`src/rtl/mdio_indirect_engine.sv`:
```
module mdio_indirect_engine #(
  parameter int         HALF_DIV  = 2,
  parameter int         PRE_LEN   = 32,
  parameter logic [4:0] CMD_ADDR  = 5'h18,
  parameter logic [4:0] DATA_ADDR = 5'h19
) (
  input  logic        clk,
  input  logic        rst_n,
  input  logic        host_we,
  input  logic [4:0]  host_addr,
  input  logic [15:0] host_wdata,
  output logic [15:0] host_rdata,
  output logic        mdc,
  output logic        mdio_out,
  output logic        mdio_oe,
  input  logic        mdio_in
);
  localparam int FLEN     = PRE_LEN + 32;
  localparam int BW       = $clog2(FLEN + 1);
  localparam int DVW      = (HALF_DIV > 1) ? $clog2(HALF_DIV) : 1;
  localparam int RX_FIRST = FLEN - 16;
  localparam int OE_LAST  = FLEN - 18;

  logic            busy;
  logic            rd;
  logic [14:0]     cmd;
  logic [15:0]     data;
  logic [15:0]     rx;
  logic [FLEN-1:0] sh;
  logic [BW-1:0]   bitn;
  logic [DVW-1:0]  div;

  logic       cmd_wr, dat_wr, n_c22, n_rd, n_ok, go, tick, last;
  logic [1:0] n_op, st_f, op_f, ta_f;
  logic [FLEN-1:0] frame;

  assign cmd_wr = host_we && (host_addr == CMD_ADDR) && !busy;
  assign dat_wr = host_we && (host_addr == DATA_ADDR);
  assign n_c22  = host_wdata[12];
  assign n_op   = host_wdata[11:10];
  assign n_rd   = (n_op == 2'd2);
  assign n_ok   = n_c22 ? (n_op == 2'd1 || n_op == 2'd2) : (n_op != 2'd3);
  assign go     = cmd_wr && host_wdata[15] && n_ok;

  assign st_f  = n_c22 ? 2'b01 : 2'b00;
  assign op_f  = n_c22 ? (n_rd ? 2'b10 : 2'b01) : (n_rd ? 2'b11 : {1'b0, n_op[0]});
  assign ta_f  = n_rd ? 2'b11 : 2'b10;
  assign frame = {{PRE_LEN{1'b1}}, st_f, op_f, host_wdata[9:5], host_wdata[4:0],
                  ta_f, (n_rd ? 16'hFFFF : data)};

  assign tick = (div == DVW'(HALF_DIV - 1));
  assign last = (bitn == BW'(FLEN - 1));

  always_ff @(posedge clk or negedge rst_n) begin
    if (!rst_n) begin
      busy <= 1'b0;
      rd   <= 1'b0;
      cmd  <= '0;
      data <= '0;
      rx   <= '0;
      sh   <= '0;
      bitn <= '0;
      div  <= '0;
      mdc  <= 1'b0;
    end else begin
      if (dat_wr) data <= host_wdata;
      if (cmd_wr) begin
        cmd <= host_wdata[14:0];
        if (go) begin
          busy <= 1'b1;
          rd   <= n_rd;
          sh   <= frame;
          bitn <= '0;
          div  <= '0;
          mdc  <= 1'b0;
        end
      end else if (busy) begin
        div <= tick ? '0 : div + 1'b1;
        if (tick && !mdc) begin
          mdc <= 1'b1;
          if (rd && bitn >= BW'(RX_FIRST)) rx <= {rx[14:0], mdio_in};
        end
        if (tick && mdc) begin
          mdc <= 1'b0;
          if (last) begin
            busy <= 1'b0;
            if (rd) data <= rx;
          end else begin
            bitn <= bitn + 1'b1;
            sh   <= {sh[FLEN-2:0], 1'b0};
          end
        end
      end
    end
  end

  assign mdio_out = sh[FLEN-1];
  assign mdio_oe  = busy && (!rd || bitn < BW'(OE_LAST));

  always_comb begin
    if (host_addr == CMD_ADDR)       host_rdata = {busy, cmd};
    else if (host_addr == DATA_ADDR) host_rdata = data;
    else                             host_rdata = 16'h0000;
  end

  AST_CMD_LOCKED: assert property (@(posedge clk) disable iff (!rst_n)
    busy |=> $stable(cmd));
  AST_MDC_IDLE_LOW: assert property (@(posedge clk) disable iff (!rst_n)
    !busy |-> !mdc);
  AST_MDIO_IDLE_FREE: assert property (@(posedge clk) disable iff (!rst_n)
    !busy |-> !mdio_oe);
  AST_MDC_ONLY_BUSY: assert property (@(posedge clk) disable iff (!rst_n)
    $rose(mdc) |-> $past(busy));
  AST_WRITE_DATA_HELD: assert property (@(posedge clk) disable iff (!rst_n)
    (busy && !rd && !dat_wr) |=> $stable(data));
  AST_OUT_ON_LOW_MDC: assert property (@(posedge clk) disable iff (!rst_n)
    (busy && !$rose(busy) && mdc) |-> $stable(mdio_out));
endmodule

```
`config.mk`:
```
export PLATFORM = sky130hd
export DESIGN_NAME = mdio_indirect_engine
export DESIGN_NICKNAME = d
export VERILOG_FILES = /design/src/rtl/mdio_indirect_engine.sv
export SDC_FILE = /design/constraint.sdc
export NUM_CORES = 1
export LEC_CHECK = 0
export ABC_AREA = 1
export CAP_MARGIN = 5
export CORE_MARGIN = 4
export CORE_UTILIZATION = 59
export CTS_CLUSTER_SIZE = 10
export DETAILED_ROUTE_END_ITERATION = 8
export GPL_TIMING_DRIVEN = 0
export PLACE_DENSITY = 0.8
export SLEW_MARGIN = 5
export SYNTH_ARGS = -nofsm -noshare
export SYNTH_HDL_FRONTEND = slang
export SYNTH_SLANG_ARGS = --single-unit
```
`constraint.sdc`:
```
create_clock -name clk -period 2 [get_ports clk]
set_clock_uncertainty 0.15 [all_clocks]
set_input_delay 0.4 -clock clk [delete_from_list [all_inputs] [get_ports clk]]
set_output_delay 0.4 -clock clk [all_outputs]
set_load 0.005 [all_outputs]
```
# --- Yosys cells after proc, flatten, opt, wreduce, memory -nomap -nowiden ---
# Cells that the tools add are included.
word_totals:
  reg_bits: 122
  input_bits: 25
  output_inout_bits: 19
  elab_cells: 82
classes:
  add_sub_neg: 2
  magnitude_cmp: 2
  n_eq_ne: 8
  mux: 38
  n_bitwise: 1
  n_reduce_logical: 22
ops:
  columns: ["operator", "count"]
  rows:
  - ["64-bit two-way mux", 5]
  - ["16-bit two-way mux", 9]
  - ["7-bit two-way mux", 5]
  - ["1-bit two-way mux", 16]
  - ["5-bit equality test (second input constant)", 2]
  - ["1-bit logical AND", 9]
  - ["4-bit AND reduction", 2]
  - ["7-bit by 1-bit adder with 7-bit output (second input constant)", 1]
  - ["7-bit by 6-bit equality test with 1-bit output (second input constant)", 1]
  - ["7-bit by 6-bit greater-or-equal comparator with 1-bit output (second input constant)", 1]
  - ["7-bit by 6-bit < comparator with 1-bit output (second input constant)", 1]
  - ["2-bit two-way mux", 3]
  - ["2-bit != test (second input constant)", 2]
  - ["2-bit AND reduction", 2]
  - ["2-bit nonzero test", 2]
  - ["1-bit zero test", 3]
  - ["3-bit AND reduction", 1]
  - ["3-bit nonzero test", 1]
  - ["2-bit by 1-bit equality test with 1-bit output (second input constant)", 1]
  - ["2-bit equality test (second input constant)", 1]
  - ["1-bit logical OR", 2]
  - ["2-bit by 1-bit != test with 1-bit output (second input constant)", 1]
  - ["1-bit adder (second input constant)", 1]
  - ["1-bit NOT", 1]

# --- Longest topological paths before layout ---
# Gate-level depths: netlist of run 1.
depth:
  word_depth: 8
  mapped_depth: 10
  mapped_depth_nobuf: 9

# --- Worst setup path after synthesis of run 1 ---
# No wires, ideal clock.
synth_path:
  path_kind: "input to register"
  from: "input host_wdata[10]"
  to: "register sh[0]"
  setup_ns: 0.121
  t_arrival_ns: 1.495
  t_required_ns: 1.729
  path_slack_ns: 0.234
  stages: 10
  n_path_buf: 1
  cell_sequence: "inv_1 ha_1 nor2_1 nor2_1 nand3_1 nand2_2 nand2_4 buf_2 nand2_1 nand2_1"
synth_between:
  elab_chain_cells: 6
  word_cells_on_any_way: 11
  cone_classes: "eq/ne: 4; mux: 4; reduce/logical: 3"
synth_lines:
  columns: ["item", "line_no", "rtl"]
  rows:
  - ["start, declared", "11", "input logic [15:0] host_wdata,"]
  - ["2-bit by 1-bit equality test with 1-bit output / 2-bit equality test (equally long branches)", "42, 41", null]
  - ["1-bit logical OR", "42", "assign n_ok = n_c22 ? (n_op == 2'd1 || n_op == 2'd2) : (n_op != 2'd3);"]
  - ["1-bit two-way mux", "42", null]
  - ["1-bit logical AND", "43", "assign go = cmd_wr && host_wdata[15] && n_ok;"]
  - ["2-bit by 1-bit != test with 1-bit output (no line)", null, null]
  - ["4-bit AND reduction (no line)", null, null]
  - ["end signal, assigned", "72", "sh <= frame;"]
  - ["end signal, assigned", "90", "sh <= {sh[FLEN-2:0], 1'b0};"]
  - ["end, declared", "29", "logic [FLEN-1:0] sh;"]
# Parallel ways exist; a longest one is shown, timed or not. The select of a mux whose other input is x is not followed.
# A chain may end at the register's enable or synchronous reset.

# --- Worst setup path after layout of run 1 ---
layout_path:
  from: "register bitn[4]"
  to: "output mdio_oe"
layout_between:
  elab_chain_cells: 3
layout_lines:
  columns: ["item", "line_no", "rtl"]
  rows:
  - ["start, declared", "30", "logic [BW-1:0] bitn;"]
  - ["start signal, assigned", "89", "bitn <= bitn + 1'b1;"]
  - ["7-bit by 6-bit < comparator with 1-bit output", "98", "assign mdio_oe = busy && (!rd || bitn < BW'(OE_LAST));"]
  - ["1-bit logical OR", "98", null]
  - ["1-bit logical AND", "98", null]
  - ["end, declared", "15", "output logic mdio_oe,"]
# Every way passes these cells.

==> results.sh, run 1 <==
export IMPL_hold_viol=0
export IMPL_first_pass_iters=5
export IMPL_startpoint_type="flip-flop"
export IMPL_die_area_sq_um=12100
export IMPL_synth_fp_nets=860
export IMPL_grt_pass1_wl_um=27400
export IMPL_area_growth_pct=26.7
export IMPL_critPathRequiredTime_ps=1450
export IMPL_worst_pin_slew_ps=504
export IMPL_worst_path_buf_inv=2
export IMPL_grt_ovfl_total=0
export IMPL_finalWorstSetupSlack_ps=-44.2
export IMPL_seqPwrFrac_pct=38.1
export IMPL_async_flop_share_pct=100
export IMPL_drv_cap=0
export IMPL_antenna_cells=0
export IMPL_yosysTopAreaCell="dfrtp_1"
export IMPL_routed_via_density=5.53
export IMPL_cp_arrival_ps=1490
export IMPL_path_class="flip-flop to output pin"
export IMPL_ys_seq_area_share_pct=49.5
export IMPL_setup_tns_ps=-44.2
export IMPL_place_ws_ps=-969
export IMPL_cts_tree="built"
export IMPL_clock_sinks=122
export IMPL_rows=37
export IMPL_violations="negative setup slack"
export IMPL_top_usage_layer="met2"
export IMPL_syn_avg_cell_area_sq_um=7.43
export IMPL_period_minus_slack_ps=2040
export IMPL_use_met1_pct=35.4
export IMPL_cpLargestDelayFamily="flip-flops"
export IMPL_crit_fanout=3
export IMPL_slew_violations=0
export IMPL_routed_wl_um=16700
export IMPL_slowest_stage="dfrtp_1"
export IMPL_grt_use_met2_pct=50.3
export IMPL_clk_latency_ps=550
export IMPL_core_sq_um=10200
export IMPL_synth_top_cell_area_share_pct=49.5
export IMPL_p_clk_share_pct=39.6
export IMPL_drc=0
export IMPL_dpl_cell_area_sq_um=6790
export IMPL_slowest_delay_ps=410
export IMPL_place_inst=1010
export IMPL_yosys_register_bits=122
export IMPL_grt_pass1_vias=5808
export IMPL_max_freq_mhz=489
export IMPL_port_buffers=43
export IMPL_setup_viol=1
export IMPL_p_comb_share_pct=22.3
export IMPL_drtIter0Drc=561
export IMPL_grt_use_total_pct=29.6
export IMPL_syn_cell_area_sq_um=6160
export IMPL_wl_per_cell_um=15.7
export IMPL_start_util_pct=60.2
export IMPL_antenna_found_initial=0
export IMPL_finalNetCount=944
export IMPL_routabilityCongestion=0.853
export IMPL_stdcell_count=1063
export IMPL_post_route_period_util_pct=102
export IMPL_grt_use_met3_pct=7.92
export IMPL_grt_max_degree=81
export IMPL_die_x_um=110
export IMPL_ys_top_cells_by_area="dfrtp_1 50%, nand2_1 21%, nand3_1 8.2%, inv_1 5.2%, o21ai_0 2.9%"
export IMPL_p_leak_uw=0.00436
export IMPL_switching_share_pct=30.6
export IMPL_synth_flop_cell="dfrtp_1"
export IMPL_cts_buffers=17
export IMPL_final_area_sq_um=7810
export IMPL_critPathCaptureType="output pin"
export IMPL_critical_path_cell_chain="nand2_2, inv_2, o21ai_2, o211a_1, buf_2"
export IMPL_p_int_uw=6000
export IMPL_cts_buffer_depth=2
export IMPL_layout_drive_gt1_share_pct=17.7
export IMPL_clk_pin_slew_ps=60
export IMPL_die_y_um=110
export IMPL_netlist_cell_type_count=32
export IMPL_hold_class="input pin to flip-flop"
export IMPL_ys_warnings_count=0
export IMPL_rsz0062_at_grt="yes"
export IMPL_num_io_pins=44
export IMPL_cts_root_buf="clkbuf_8"
export IMPL_vdd_ir_drop_max_mv=1.17
export IMPL_htreeDepth=4
export IMPL_power_switching_uw=2650
export IMPL_utilization_pct=76.3
export IMPL_synth_edf_count=0
export IMPL_status="complete, but fails checks"
export IMPL_hpwl_um=11000
export IMPL_power_density_nw_per_um2=1110
export IMPL_netlist_instances=830
export IMPL_max_slew_margin_pct=66.4
export IMPL_vias=5875
export IMPL_final_antenna_net_count=0
[synthesized netlist by cell type, types with 4 or more instances]
master	count
dfrtp_1	122
o22ai_1	12
o21ai_1	11
inv_1	85
nor2_2	4
nand2_1	351
buf_2	27
clkbuf_1	18
nand3_1	101
ha_1	5
nor2_1	21
o21ai_0	36
a21oi_1	8
[layout make-up]
cell class / instances / area (sq um)
clock inverters: 14 / 225
plain buffers: 49 / 307
fillers: 730 / 2420
multi-input cells: 569 / 2730
repair buffers: 65 / 552
clock buffers: 18 / 428
well taps: 136 / 170
flip-flops and latches: 122 / 3060
inverters: 90 / 343
[what timing repair did]
action                     4_1_cts  5_1_grt
pin swaps                        8        6
setup buffers                   14        4
hold endpoints to repair        42        0
gates cloned                     2        0
gates resized for setup        130       40
setup endpoints to repair      100      111
hold buffers                     1        0
[layout by cell type (no fill, tap or decap), drive strengths merged, types with 2 or more instances in the layout]
master           n
a21oi            8
buf             66
clkdlybuf4s50   18
nand2          356
dlymetal6s2s     2
o21ai           47
inv             89
clkbuf          45
ha               5
nor2            26
clkinv           7
xor2             2
o22ai           12
nand3          104
dfrtp          122
clkinvlp         2
bufinv           6
o211ai           2
[power by group through the flow]
stage	clock network (uW)	registers [uW]	logic [uW]
final	3430	3300	1930
after global routing	3560	3340	2190
after CTS	3440	3270	1870
after detailed placement	0	3330	1720
after global placement	0	3300	1640
after floorplan	0	3250	1250
[routing by layer]
layer | vias up | routed length [um]
met3 | 43 | 1020
met4 | 0 | 452
met5 | - | 0
met2 | 238 | 8410
met1 | 2846 | 6790
li1 | 2748 | -
[cells by family (layout without fill, tap and decap cells)]
group	count (synthesis)	after routing	synth area share, %
AOI/OAI and AO/OA	71	71	6.21
xor gates and xnor gates	3	3	0.426
adders and majority gates	5	5	1.02
buffers and inverters	139	236	9.42
DFF	122	122	49.5
and+or+nand+nor	490	490	33.4
[worst paths after layout]
| check | startpoint | to | slack, ps | cells past startpoint |
|---|---|---|---|---|
| setup / recovery | bitn[4] | mdio_oe | -40 | 5 |
| setup reg to reg | busy | bitn[1] | 70 | 8 |
| max in group asynchronous | rst_n | sh[25] | 780 | 3 |
| hold reg to reg | sh[52] | sh[52] | 320 | 2 |
| hold / removal | host_wdata[11] | cmd[11] | 80 | 3 |
| min in group asynchronous | rst_n | bitn[3] | 200 | 2 |
[per-stage QoR]
stage	hold slack (ps)	total power, uW
6_report	80.9	8660
5_1_grt	128	9100
4_1_cts	202	8590
3_5_place_dp	191	5050
3_3_place_gp	304	4940
2_1_floorplan	-45.6	4500
[state kept, by name, indices dropped and copies added (netlist names)]
| register | count |
|---|---|
| sh | 64 |
| cmd | 15 |
| mdc | 1 |
| busy | 1 |
| rd | 1 |
| data | 16 |
| div | 1 |
| rx | 16 |
| bitn | 7 |
[worst register-to-register path: stages, from the launching register on]
cell	delay [ps]
dfrtp_1	370
buf_4	170
nor2_2	240
nand3_4	170
inv_1	150
buf_2	320
nor2_1	90
nand3_1	110
nand2_1	60
Power figures use the tool's default switching activity.
==> inputs of run 2 (changes only) <==
--- a/config.mk
+++ b/config.mk
@@ -8,11 +8,10 @@
 export ABC_AREA = 1
 export CAP_MARGIN = 5
 export CORE_MARGIN = 4
-export CORE_UTILIZATION = 59
+export CORE_UTILIZATION = 30
 export CTS_CLUSTER_SIZE = 10
 export DETAILED_ROUTE_END_ITERATION = 8
 export GPL_TIMING_DRIVEN = 0
-export PLACE_DENSITY = 0.8
 export SLEW_MARGIN = 5
 export SYNTH_ARGS = -nofsm -noshare
 export SYNTH_HDL_FRONTEND = slang
==> results.sh, run 2 (same netlist as run 1, synthesis figures left out) <==
export IMPL_place_inst=1144
export IMPL_grt_ovfl_total=0
export IMPL_vdd_ir_drop_max_mv=0.661
export IMPL_routed_via_density=4.57
export IMPL_slew_violations=0
export IMPL_grt_max_degree=76
export IMPL_num_io_pins=44
export IMPL_critPathCaptureType="output pin"
export IMPL_utilization_pct=39.3
export IMPL_clk_latency_ps=420
export IMPL_critPathRequiredTime_ps=1450
export IMPL_fillers=2044
export IMPL_drtIter0Drc=332
export IMPL_hold_class="input pin to flip-flop"
export IMPL_finalWorstSetupSlack_ps=40.4
export IMPL_drv_cap=0
export IMPL_slowest_delay_ps=210
export IMPL_top_register="sh"
export IMPL_antenna_found_initial=0
export IMPL_final_antenna_net_count=0
export IMPL_die_y_um=151
export IMPL_cts_buffers=17
export IMPL_clock_sinks=122
export IMPL_cts_buffer_depth=2
export IMPL_top_regs="sh x64, data x16, rx x16"
export IMPL_final_cell_mix="348 x nand2_1, 120 x dfrtp_1, 99 x nand3_1"
export IMPL_max_freq_mhz=510
export IMPL_routabilityCongestion=0.799
export IMPL_layout_drive_gt1_share_pct=17.2
export IMPL_cpLargestDelayFamily="buffers and inverters"
export IMPL_grt_use_total_pct=15.2
export IMPL_stdcell_count=1200
export IMPL_rsz0062_at_grt="yes"
export IMPL_crit_fanout=7
export IMPL_antenna_cells=0
export IMPL_post_route_period_util_pct=98.0
export IMPL_worst_pin_slew_ps=478
export IMPL_critical_path_cell_chain="clkdlybuf4s15_2, nor2_4, nand3_4, buf_8, o22ai_2, buf_2"
export IMPL_first_pass_iters=5
export IMPL_period_minus_slack_ps=1960
export IMPL_core_sq_um=20200
export IMPL_finalNetCount=947
export IMPL_status="complete, no violations"
export IMPL_cts_tree="built"
export IMPL_slowest_stage="clkdlybuf4s15_2"
export IMPL_vias=5479
export IMPL_total_power_uw=8280
export IMPL_hold_viol=0
export IMPL_startpoint_type="input pin"
export IMPL_die_x_um=151
export IMPL_max_slew_margin_pct=68.1
export IMPL_setup_viol=0
export IMPL_clk_pin_slew_ps=50
export IMPL_grt_pass1_vias=5234
export IMPL_area_growth_pct=29.2
export IMPL_final_common_cell="nand2_1"
export IMPL_die_area_sq_um=22900
export IMPL_p_leak_uw=0.00435
export IMPL_worst_path_buf_inv=3
export IMPL_drc=0
export IMPL_grt_pass1_wl_um=27200
export IMPL_wl_per_cell_um=13.8
export IMPL_largest_register_ffs=64
export IMPL_start_util_pct=30.5
export IMPL_power_density_nw_per_um2=1040
export IMPL_htreeDepth=4
export IMPL_hpwl_um=11300
export IMPL_cp_arrival_ps=1410
export IMPL_port_buffers=43
export IMPL_routed_wl_um=16600
export IMPL_rows=52
export IMPL_path_class="input pin to output pin"
export IMPL_place_ws_ps=-978
export IMPL_cts_root_buf="clkbuf_16"
-- run 2: changes by cell type in the layout (fill, tap and decap cells not counted), moves of 3 or more --
cell       previous run  this run
buf_4                18        24
buf_6                 5         8
bufinv_16             6         2
clkbuf_1              9        12
clkbuf_4              4         1
clkinv_2              6         2
-- run 2: where the power goes --
group	switching [uW]	internal, uW
registers	293	2990
logic	1160	745
clock network	1090	2000
-- run 2: final cells by class --
| cell class | instances | area (sq um) | area share [%] |
|---|---|---|---|
| plain buffers | 49 | 319 | 4.01 |
| clock buffers | 26 | 509 | 6.40 |
| clock inverters | 6 | 85.1 | 1.07 |
| inverters | 90 | 340 | 4.27 |
| multi-input cells | 569 | 2730 | 34.2 |
| flip-flops and latches | 122 | 3060 | 38.4 |
| well taps | 270 | 338 | 4.24 |
| repair buffers | 68 | 589 | 7.40 |
-- run 2: timing repair --
action,4_1_cts,5_1_grt
gates resized for setup,152,18
endpoints found under the setup margin,99,90
endpoints found under the hold margin,47,0
setup buffers,16,6
hold buffers,1,0
cloned,2,0
pin swaps,12,6
-- run 2: per-stage QoR --
stage | TNS, ps | area (sq um) | hold slack, ps
3_5_place_dp | -80710 | 6960 | 227
5_1_grt | -2.05 | 7960 | 307
6_report | 0 | 7960 | 312
4_1_cts | 0 | 7890 | 305
3_3_place_gp | -657560 | 6930 | 304
2_1_floorplan | 0 | 6160 | -45.6
-- run 2: path summary, 6_finish.rpt --
check / start / to / slack, ps / cells past startpoint
max in group asynchronous: rst_n / bitn[3] / 580 / 3
worst max-delay path: host_addr[2] / host_rdata[9] / 40 / 6
min in group asynchronous: rst_n / rx[4] / 340 / 2
worst max register to register: bitn[1] / sh[54] / 110 / 10
worst min register to register: sh[41] / sh[41] / 320 / 2
worst min-delay path: host_wdata[10] / cmd[10] / 310 / 3
-- run 2: worst reg2reg max path, stage by stage (launching register included) --
cell and delay, ps:
dfrtp_2 400, ha_2 230, nand3_4 110, nor2_4 140, nand2_4 90, nand2_2 80
nand2_4 90, buf_4 200, buf_6 150, nand3_1 80, nand2_1 50
-- run 2: metal layers --
layer | track usage [%] | vias to the layer above | part of all wire, % | wire (um)
met5 | 0 | - | 0 | 0
met4 | 5.44 | 0 | 2.2 | 364
met3 | 3.89 | 29 | 4.2 | 693
met2 | 24.0 | 114 | 48 | 7920
met1 | 20.3 | 2582 | 46 | 7610
li1 | - | 2754 | - | -
==> inputs of run 3 (changes only) <==
--- a/config.mk
+++ b/config.mk
@@ -9,6 +9,7 @@
 export CAP_MARGIN = 5
 export CORE_MARGIN = 4
 export CORE_UTILIZATION = 30
+export CTS_CLUSTER_DIAMETER = 100
 export CTS_CLUSTER_SIZE = 10
 export DETAILED_ROUTE_END_ITERATION = 8
 export GPL_TIMING_DRIVEN = 0
==> results of run 3 <==
Same layout as run 2: the final DEF is identical, and so are final timing and power.
